==> config.mk <==
export PLATFORM = sky130hd
export DESIGN_NAME = cond_code_port
export DESIGN_NICKNAME = d
export VERILOG_FILES = /design/src/rtl/ccp_pkg.sv /design/src/rtl/ccp_sync.sv /design/src/rtl/ccp_rx.sv /design/src/rtl/ccp_commit.sv /design/src/rtl/cond_code_port.sv
export SDC_FILE = /design/constraint.sdc
export NUM_CORES = 1
export LEC_CHECK = 0
export BUFFER_PORTS_ARGS = -buffer_cell sky130_fd_sc_hd__buf_2
export CORE_MARGIN = 10
export CORE_UTILIZATION = 60
export CTS_BUF_LIST = sky130_fd_sc_hd__clkbuf_2 sky130_fd_sc_hd__clkbuf_4 sky130_fd_sc_hd__clkbuf_8
export CTS_CLUSTER_DIAMETER = 150
export DETAILED_ROUTE_END_ITERATION = 10
export PLACE_DENSITY_LB_ADDON = 0.3
export SLEW_MARGIN = 20
export SYNTH_ARGS = -nofsm -noshare
export SYNTH_HDL_FRONTEND = slang
export SYNTH_HIERARCHICAL = 1
export SYNTH_SLANG_ARGS = --single-unit
==> constraint.sdc <==
create_clock -name clk -period 6.3 [get_ports clk]
set_input_delay 1.26 -clock clk [delete_from_list [all_inputs] [get_ports clk]]
set_output_delay 1.26 -clock clk [all_outputs]
set_load 0.03 [all_outputs]
==> src/rtl/ccp_pkg.sv <==
package ccp_pkg;
   localparam int unsigned CMD_BITS  = 8;
   localparam int unsigned CODE_BITS = 8;
   localparam logic [CMD_BITS-1:0] CMD_COND_WRITE = 8'hC4;

   typedef enum logic [1:0] {
      EDGE_RISE = 2'd0,
      EDGE_FALL = 2'd1
   } edge_sel_e;
endpackage

==> src/rtl/ccp_sync.sv <==
module ccp_sync #(
   parameter int unsigned W      = 4,
   parameter int unsigned STAGES = 2
) (
   input  logic         clk,
   input  logic         rst_n,
   input  logic [W-1:0] d,
   output logic [W-1:0] q,
   output logic [W-1:0] rise,
   output logic [W-1:0] fall
);
   if (STAGES < 2) begin : g_bad_stages
      $error("ccp_sync needs at least two stages");
   end

   logic [W-1:0] st [STAGES];
   logic [W-1:0] prev;

   for (genvar g = 0; g < STAGES; g++) begin : g_stage
      if (g == 0) begin : g_first
         always_ff @(posedge clk or negedge rst_n) begin
            if (!rst_n) st[0] <= '0;
            else        st[0] <= d;
         end
      end else begin : g_next
         always_ff @(posedge clk or negedge rst_n) begin
            if (!rst_n) st[g] <= '0;
            else        st[g] <= st[g-1];
         end
      end
   end

   always_ff @(posedge clk or negedge rst_n) begin
      if (!rst_n) prev <= '0;
      else        prev <= st[STAGES-1];
   end

   assign q    = st[STAGES-1];
   assign rise = st[STAGES-1] & ~prev;
   assign fall = ~st[STAGES-1] & prev;
endmodule

==> src/rtl/ccp_rx.sv <==
module ccp_rx #(
   parameter int unsigned CMD_W   = 8,
   parameter int unsigned DATA_W  = 8,
   parameter logic [CMD_W-1:0] CMD_VAL = 8'hC4
) (
   input  logic              clk,
   input  logic              rst_n,
   input  logic              clr,
   input  logic              req,
   input  logic              bit_stb,
   input  logic              sdi,
   input  logic              busy,
   output logic              done,
   output logic [DATA_W-1:0] data
);
   localparam int unsigned TOT   = CMD_W + DATA_W;
   localparam int unsigned CNT_W = $clog2(TOT + 1);

   logic [TOT-1:0]   sh;
   logic [TOT-1:0]   nxt;
   logic [CNT_W-1:0] cnt;
   logic [CNT_W-1:0] cnt_n;
   logic             skip;

   assign nxt   = {sh[TOT-2:0], sdi};
   assign cnt_n = cnt + 1'b1;

   always_ff @(posedge clk or negedge rst_n) begin
      if (!rst_n) begin
         sh   <= '0;
         cnt  <= '0;
         skip <= 1'b0;
         done <= 1'b0;
         data <= '0;
      end else begin
         done <= 1'b0;
         if (!req) begin
            cnt  <= '0;
            skip <= 1'b0;
         end else if (clr) begin
            cnt  <= '0;
            skip <= 1'b1;
         end else if (bit_stb && !skip) begin
            if (busy) begin
               skip <= 1'b1;
            end else begin
               sh  <= nxt;
               cnt <= cnt_n;
               if (cnt_n == CNT_W'(CMD_W) && nxt[CMD_W-1:0] != CMD_VAL)
                  skip <= 1'b1;
               if (cnt_n == CNT_W'(TOT)) begin
                  done <= 1'b1;
                  data <= nxt[DATA_W-1:0];
                  skip <= 1'b1;
               end
            end
         end
      end
   end


   busy_no_done_chk: assert property (@(posedge clk) disable iff (!rst_n)
      busy |-> !done);
endmodule

==> src/rtl/ccp_commit.sv <==
module ccp_commit #(
   parameter int unsigned DATA_W = 8
) (
   input  logic              clk,
   input  logic              rst_n,
   input  logic              clr,
   input  logic              done,
   input  logic [DATA_W-1:0] din,
   input  logic              lead,
   output logic [DATA_W-1:0] code_q,
   output logic              rdy
);
   logic [DATA_W-1:0] hold;
   logic              pending;

   always_ff @(posedge clk or negedge rst_n) begin
      if (!rst_n) begin
         hold    <= '0;
         pending <= 1'b0;
         code_q  <= '0;
      end else if (clr) begin
         pending <= 1'b0;
         code_q  <= '0;
      end else if (done) begin
         hold    <= din;
         pending <= 1'b1;
      end else if (pending && lead) begin
         code_q  <= hold;
         pending <= 1'b0;
      end
   end

   assign rdy = !pending;


   code_on_edge_chk: assert property (@(posedge clk) disable iff (!rst_n)
      (!lead && !clr) |=> $stable(code_q));

   rdy_fall_chk: assert property (@(posedge clk) disable iff (!rst_n)
      $fell(rdy) |-> $past(done));

   rdy_return_chk: assert property (@(posedge clk) disable iff (!rst_n)
      (!rdy && lead && !done) |=> rdy);
endmodule

==> src/rtl/cond_code_port.sv <==
module cond_code_port
   import ccp_pkg::*;
#(
   parameter int unsigned SYNC_STAGES = 2,
   parameter int unsigned CMD_W       = CMD_BITS,
   parameter int unsigned CODE_W      = CODE_BITS,
   parameter logic [CMD_W-1:0] CMD_VAL = CMD_COND_WRITE
) (
   input  logic              clk,
   input  logic              rst_n,
   input  logic              soft_rst_n,
   input  logic              host_sclk,
   input  logic              host_sdi,
   input  logic              host_req,
   output logic              host_rdy,
   input  logic              frame_clk,
   input  logic              frame_inv,
   input  logic              ext_cond,
   input  logic              mask_load,
   input  logic [CODE_W:0]   mask_din,
   output logic [CODE_W-1:0] cond_code,
   output logic              jump_take
);
   localparam int unsigned VEC_W = CODE_W + 1;
   localparam int unsigned IN_W  = 4;

   if (CODE_W < 1 || CMD_W < 2) begin : g_bad_width
      $error("cond_code_port widths too small");
   end

   logic [IN_W-1:0]   s_q, s_rise, s_fall;
   logic              soft_q, soft_clr;
   logic              lead;
   logic              rx_done;
   logic [CODE_W-1:0] rx_data;
   logic [VEC_W-1:0]  mask_q;
   logic [VEC_W-1:0]  cond_vec;
   edge_sel_e         esel;

   ccp_sync #(.W(IN_W), .STAGES(SYNC_STAGES)) u_sync (
      .clk  (clk),
      .rst_n(rst_n),
      .d    ({frame_clk, host_req, host_sclk, host_sdi}),
      .q    (s_q),
      .rise (s_rise),
      .fall (s_fall)
   );

   always_ff @(posedge clk or negedge rst_n) begin
      if (!rst_n) soft_q <= 1'b1;
      else        soft_q <= soft_rst_n;
   end
   assign soft_clr = soft_q && !soft_rst_n;

   assign esel = frame_inv ? EDGE_FALL : EDGE_RISE;
   assign lead = (esel == EDGE_FALL) ? s_fall[3] : s_rise[3];

   ccp_rx #(.CMD_W(CMD_W), .DATA_W(CODE_W), .CMD_VAL(CMD_VAL)) u_rx (
      .clk    (clk),
      .rst_n  (rst_n),
      .clr    (soft_clr),
      .req    (s_q[2]),
      .bit_stb(s_rise[1]),
      .sdi    (s_q[0]),
      .busy   (!host_rdy),
      .done   (rx_done),
      .data   (rx_data)
   );

   ccp_commit #(.DATA_W(CODE_W)) u_commit (
      .clk   (clk),
      .rst_n (rst_n),
      .clr   (soft_clr),
      .done  (rx_done),
      .din   (rx_data),
      .lead  (lead),
      .code_q(cond_code),
      .rdy   (host_rdy)
   );

   always_ff @(posedge clk or negedge rst_n) begin
      if (!rst_n)         mask_q <= '0;
      else if (mask_load) mask_q <= mask_din;
   end

   assign cond_vec  = {ext_cond, cond_code};
   assign jump_take = |(cond_vec & mask_q);


   mask_hold_chk: assert property (@(posedge clk) disable iff (!rst_n)
      !mask_load |=> $stable(mask_q));

   no_mask_no_jump_chk: assert property (@(posedge clk) disable iff (!rst_n)
      (mask_q == '0) |-> !jump_take);
endmodule

After elaboration in Yosys (flattened, before gate mapping). Cells that the tools add are included.

Word-level logic and storage cells: 68. Register bits: 61.

Equal/unequal tests: 8. Reductions and logical operators: 16. Muxes and demuxes: 23. Bitwise operators: 7. Add/subtract/negate cells: 1.

Operator list (count): two-way mux 8 bit (3); two-way mux 5 bit (4); two-way mux 1 bit (16); AND 9 bit (1); OR reduction 9 bit (1); AND 4 bit (2); inequality test 8 bit, second input constant (1); NOT 4 bit (2); AND reduction 2 bit (4); adder 5 x 1 -> 5 bit, second input constant (1); == test 5 x 4 -> 1 bit, second input constant (1); == test 5 bit, second input constant (1); inequality test 5 x 2 -> 1 bit, second input constant (1); AND reduction 5 bit (1); logical AND 1 bit (4); AND reduction 4 bit (1); zero test 1 bit (3); inequality test 3 x 2 -> 1 bit, second input constant (1); inequality test 3 bit, second input constant (1); nonzero test 3 bit (1); inequality test 2 bit, second input constant (1); NOT 1 bit (2); nonzero test 2 bit (1); == test 1 bit, second input constant (1).

Depth between registers and ports, before layout. Gate-level depths: netlist of run 1.

Depth after elaboration: 9. Mapped depth: 6.

Hierarchy. Netlist of run 1, hierarchy kept.

Modules (own cells, without submodules): ccp_rx (cells an instance 85, instances 1, sequential area each 550.5 um2, area an instance 1057.3 um2); ccp_commit (cells an instance 58, instances 1, sequential area each 425.4 um2, area an instance 779.5 um2); cond_code_port (cells an instance 28, instances 1, sequential area each 251.5 um2, area an instance 431.7 um2); ccp_sync (cells an instance 24, instances 1, sequential area each 300.3 um2, area an instance 400.4 um2).

Least setup slack after synthesis of run 1. OpenSTA, ideal clock, no wires.

Kind: input port to output port. Start point: in ext_cond. End point: out jump_take. Arrival: 1.893 ns. Stages: 3. Path slack: 3.147 ns. Data required time: 5.040 ns. Cells stage by stage: a22o_1 > a221oi_2 > nand3_1.

Longest elaborated chain between the ends: 2.

Ends and longest elaborated chain: start, declared (line cond_code_port.sv:18) `input logic ext_cond,`; AND 9 bit (line cond_code_port.sv:87) `assign jump_take = |(cond_vec & mask_q);`; OR reduction 9 bit (line cond_code_port.sv:87); end, declared (line cond_code_port.sv:22) `output logic jump_take`.

No other way between the ends.

Worst setup path after layout of run 1. Ends and elaborated chain as after synthesis.

==> results of run 1 <==
power by group:
group	total, mW	switching, mW	internal, mW
combinational	0.0543	0.0237	0.0307
clock	0.329	0.139	0.190
sequential	0.431	0.0245	0.406
total	0.814	0.188	0.627
routing by layer:
layer / routed length (um) / track usage / vias up
li1: - / - / 717
met5: 0 / 0 / -
met1: 1860 / 0.147 / 746
met4: 27 / 0.0539 / 0
met2: 2190 / 0.210 / 39
met3: 316 / 0.0660 / 3
worst paths after layout:
path                              start            endpoint  slack (ps)  cells past startpoint
setup / recovery               ext_cond           jump_take        3030                      5
hold / removal             u_sync/st[6]         u_sync/q[2]         350                      0
setup reg to reg                 soft_q          u_rx/sh[1]        3890                      4
hold reg to reg            u_sync/st[6]         u_sync/q[2]         350                      0
max in group asynchronous         rst_n  u_commit/code_q[2]        4760                      2
min in group asynchronous         rst_n           mask_q[8]        1050                      2
metrics by stage:
stage / utilization / setup slack [ps] / instance area, um2 / hold WS [ps] / cells
5_1_grt: 0.718 / 2940 / 2910 / 355 / 274
4_1_cts: 0.718 / 3020 / 2910 / 350 / 274
6_report: 0.718 / 3030 / 2910 / 350 / 274
3_3_place_gp: 0.670 / 3020 / 2720 / 332 / 258
2_1_floorplan: - / 3150 / 2560 / 331 / 186
3_5_place_dp: 0.670 / 3020 / 2720 / 335 / 258
area by class of cell:
class / instances / share of cell area
Tap cell: 50 / 0.0215
Sequential cell: 59 / 0.507
Clock buffer: 11 / 0.0477
Inverter: 5 / 0.00644
Clock inverter: 5 / 0.0189
Timing Repair Buffer: 29 / 0.0507
Multi-Input combinational cell: 115 / 0.348
worst max-delay path, cell delays in order:
cell and delay, ps:
buf_2 100, a22o_1 200, a221oi_2 170, nand3_1 100, buf_2 190
registers in the layout (all words and copies together), names as in the netlist:
signal / flops
mask_q: 9
u_commit/code_q: 8
u_commit/hold: 8
u_rx/data: 8
u_rx/sh: 7
u_rx/cnt: 5
u_sync/q: 4
u_sync/st: 4
u_sync/prev: 2
soft_q: 1
u_commit/pending: 1
u_rx/done: 1
u_rx/skip: 1
==> flow_summary.json, run 1 <==
{
  "cp_data_arrival_time_ps": 2010,
  "mostFrequentLayoutCells": "dfrtp_1, buf_2, mux2_2",
  "ys_warn_count": 6,
  "port_buffers": 28,
  "regArea_um2": 1480,
  "cap_violations": 0,
  "vdd_drop_max_uv": 215,
  "grt_max_degree": 60,
  "max_freq_mhz": 306,
  "vias": 1505,
  "grt_pass1_vias": 1675,
  "crit_required_ps": 5040,
  "skew_ps": 6.50,
  "clock_latency_ps": 330,
  "fillers": 292,
  "h-tree-depth": 3,
  "syn_inst": 186,
  "final_common_cell": "dfrtp_1",
  "power.density_nw_per_um2": 280,
  "area_delta_synth_final_pct": 13.8,
  "via_per_inst": 5.49,
  "num_rows": 23,
  "status": "completed",
  "ant_nets": 0,
  "cts_hold_buffers": 0,
  "finalSetupViolCount": 0,
  "io_pins": 29,
  "period_share": 0.520,
  "cp-end-kind": "primary output",
  "finalHoldViolCount": 0,
  "layout_min_cycle_time_ps": 3270,
  "gp_congestion": 0.768,
  "die_h_um": 85.3,
  "initial_core_util": 0.631,
  "postSynthAreaPerCell_um2": 13.8,
  "wirelength_um": 4400,
  "critPathKind": "input pin to primary output",
  "p_leak_nw": 1.38,
  "clk_pin_slew_ps": 60,
  "dr.first_iter.drc_count": 58,
  "grt_first_pass_wirelength_um": 7720,
  "min-delay-path-class": "flop to flop",
  "nNetsFinal": 240,
  "dieArea_um2": 7280,
  "coreArea_um2": 4060,
  "setup_tns_ps": 0,
  "worstSetupStartpointType": "input pin",
  "track_usage": 0.132,
  "syn-num-nets": 207,
  "postCtsSetupRepairBufs": 0,
  "p_total_uw": 814,
  "drt_pre_antenna_iters": 4,
  "grt_setup_unrepaired": "no",
  "layout-drive-gt1-share": 0.397,
  "clock_sinks": 59,
  "wl_per_cell_um": 16.0,
  "drc": 0,
  "multi_input_area_um2": 1010,
  "n_antenna_cell": 0,
  "synth_area_um2": 2560,
  "cts_tree": "done",
  "cts_root_buf": "clkbuf_8",
  "grt_remaining_overflow": 0,
  "worst_pin_slew_ps": 929,
  "cts_resized": 0,
  "finalMaxSlewViolations": 0,
  "grt_antenna_before_repair": 0,
  "relSlewSlack": 0.380,
  "die_w_um": 85.3,
  "cts_buffers": 9,
  "cts_buffer_depth": 2,
  "critical_path.max_fanout": 1,
  "dp.final_hpwl_um": 3090
}
No activity file was read; power rests on OpenSTA's default activity.
==> inputs of run 2 (changes only) <==
--- a/config.mk
+++ b/config.mk
@@ -7,7 +7,7 @@
 export LEC_CHECK = 0
 export BUFFER_PORTS_ARGS = -buffer_cell sky130_fd_sc_hd__buf_2
 export CORE_MARGIN = 10
-export CORE_UTILIZATION = 60
+export CORE_UTILIZATION = 54
 export CTS_BUF_LIST = sky130_fd_sc_hd__clkbuf_2 sky130_fd_sc_hd__clkbuf_4 sky130_fd_sc_hd__clkbuf_8
 export CTS_CLUSTER_DIAMETER = 150
 export DETAILED_ROUTE_END_ITERATION = 10
==> constraint.sdc (replaced) <==
create_clock -name clk -period 2.85 [get_ports clk]
set_input_delay 0.57 -clock clk [delete_from_list [all_inputs] [get_ports clk]]
set_output_delay 0.57 -clock clk [all_outputs]
set_load 0.03 [all_outputs]
==> run 2 against run 1 <==
Against the previous run: global-route usage is 0.76 points lower; design area rose by 0.47%; critical path depth did not move; core utilization down 6.4 points; critical path type is now flop to flop.
==> flow_summary.json, run 2 (synthesis results as in run 1) <==
{
  "relSlewSlack": 0.481,
  "crit_required_ps": 3060,
  "slowest_delay_ps": 530,
  "dr.first_iter.drc_count": 46,
  "die_w_um": 88.9,
  "worstPathCellList": "ha_1, or4b_4, a2111oi_4, nand2_4, mux2_2",
  "cap_violations": 0,
  "setup_tns_ps": 0,
  "place_ws_ps": 676,
  "vias": 1494,
  "area_delta_synth_final_pct": 14.4,
  "worstSetupStartpointType": "flop",
  "grt_antenna_before_repair": 0,
  "p_total_mw": 1.76,
  "wl_per_cell_um": 15.7,
  "fillers": 332,
  "cts_tree": "done",
  "grt_first_pass_wirelength_um": 7470,
  "final_common_cell": "dfrtp_1",
  "postCtsSetupRepairBufs": 0,
  "setup_slack_ps": 672,
  "port_buffers": 28,
  "rr_worst_depth": 5,
  "cts_root_buf": "clkbuf_8",
  "skew_ps": 5.71,
  "p_leak_nw": 1.40,
  "largest_register": "mask_q",
  "layout_min_cycle_time_ps": 2180,
  "cp_top_family": "simple AND/OR/NAND/NOR gates",
  "wirelength_um": 4370,
  "dp.final_hpwl_um": 3260,
  "vdd_drop_max_uv": 379,
  "rr_endpoint": "u_rx/data[0]",
  "die_h_um": 88.9,
  "drc": 0,
  "initial_core_util": 0.572,
  "max_freq_mhz": 459,
  "final_util": 0.654,
  "io_pins": 29,
  "clk_pin_slew_ps": 60,
  "fin_area_um2": 2930,
  "cts_resized": 0,
  "place_area_um2": 2750,
  "clock_latency_ps": 320,
  "min-delay-path-class": "input pin to asynchronous set/reset pin",
  "crit_buf_inv": 0,
  "n_antenna_cell": 0,
  "cp_num_cells": 5,
  "via_per_inst": 5.37,
  "power.density_nw_per_um2": 600,
  "grt_setup_unrepaired": "no",
  "track_usage": 0.125,
  "clock_sinks": 59,
  "period_share": 0.764,
  "layout-drive-gt1-share": 0.403,
  "h-tree-depth": 3,
  "cts_hold_buffers": 0,
  "coreArea_um2": 4470,
  "critPathKind": "flop to flop",
  "cts_buffer_depth": 2,
  "grt_remaining_overflow": 0,
  "num_rows": 24,
  "finalMaxSlewViolations": 0,
  "nNetsFinal": 243,
  "cpMaxStageDelayCell": "or4b_4",
  "cts_buffers": 9,
  "drt_pre_antenna_iters": 4,
  "largest_reg_flops": 9,
  "worst_pin_slew_ps": 777,
  "dieArea_um2": 7890,
  "grt_max_degree": 26,
  "r2r_start": "u_rx/cnt[0]",
  "ant_nets": 0,
  "r2r_setup_slack_ps": 670,
  "status": "completed",
  "critical_path.max_fanout": 9,
  "finalHoldViolCount": 0,
  "gp_congestion": 0.815,
  "cp-end-kind": "flop",
  "mostFrequentLayoutCells": "dfrtp_1, buf_2, mux2_2",
  "cp_data_arrival_time_ps": 2390,
  "grt_pass1_vias": 1582,
  "finalSetupViolCount": 0
}
## run 2: cell count changes in the layout (fill, tap and decap cells not counted)
| cell | change |
|---|---|
| buf_4 | +3 |
| bufinv_16 | -1 |
| clkbuf_4 | -1 |
| clkbuf_8 | +3 |
| clkinvlp_4 | -2 |
## run 2: final cells by class
| class | count | area [um2] | area share |
|---|---|---|---|
| Timing Repair Buffer | 32 | 170 | 0.0581 |
| Sequential cell | 59 | 1480 | 0.505 |
| Tap cell | 52 | 65.1 | 0.0222 |
| Inverter | 5 | 18.8 | 0.00641 |
| Clock buffer | 13 | 173 | 0.0590 |
| Clock inverter | 2 | 10.0 | 0.00342 |
| Multi-Input combinational cell | 115 | 1010 | 0.346 |
## run 2: how the worst max path moves through the flow
stage	from	end	slack, ps
3_5_place_dp	u_rx/cnt[0]	u_rx/data[0]	680
5_1_grt	u_rx/cnt[0]	u_rx/data[1]	560
4_1_cts	u_rx/cnt[0]	u_rx/data[0]	670
3_3_place_gp	u_rx/cnt[0]	u_rx/data[0]	730
6_report	u_rx/cnt[0]	u_rx/data[0]	670
2_1_floorplan	u_commit/pending	u_rx/sh[0]	770
## run 2: report_power, final
part           switching (mW)  leakage (nW)  internal (mW)
sequential             0.0520         0.768          0.899
clock                   0.297        0.0987          0.389
combinational          0.0520         0.532         0.0694
## run 2: metrics by stage
| stage | cells | hold WS [ps] |
|---|---|---|
| floorplan | 186 | 274 |
| global placement | 263 | 333 |
| detailed placement | 263 | 337 |
| CTS | 278 | 172 |
| global route | 278 | 178 |
| finish | 278 | 167 |
## run 2: layer usage
layer,GRT usage,share of wire,vias up,wire length (um)
li1,-,-,722,-
met1,0.144,0.44,741,1920
met2,0.197,0.49,26,2130
met3,0.0478,0.063,5,274
met4,0.0661,0.011,0,46
met5,0,0,-,0
## run 2: worst reg2reg max path: stages, from the launching register on
cell and delay, ps:
dfrtp_1 440, ha_1 290, or4b_4 530, a2111oi_4 350
nand2_4 150, mux2_2 300
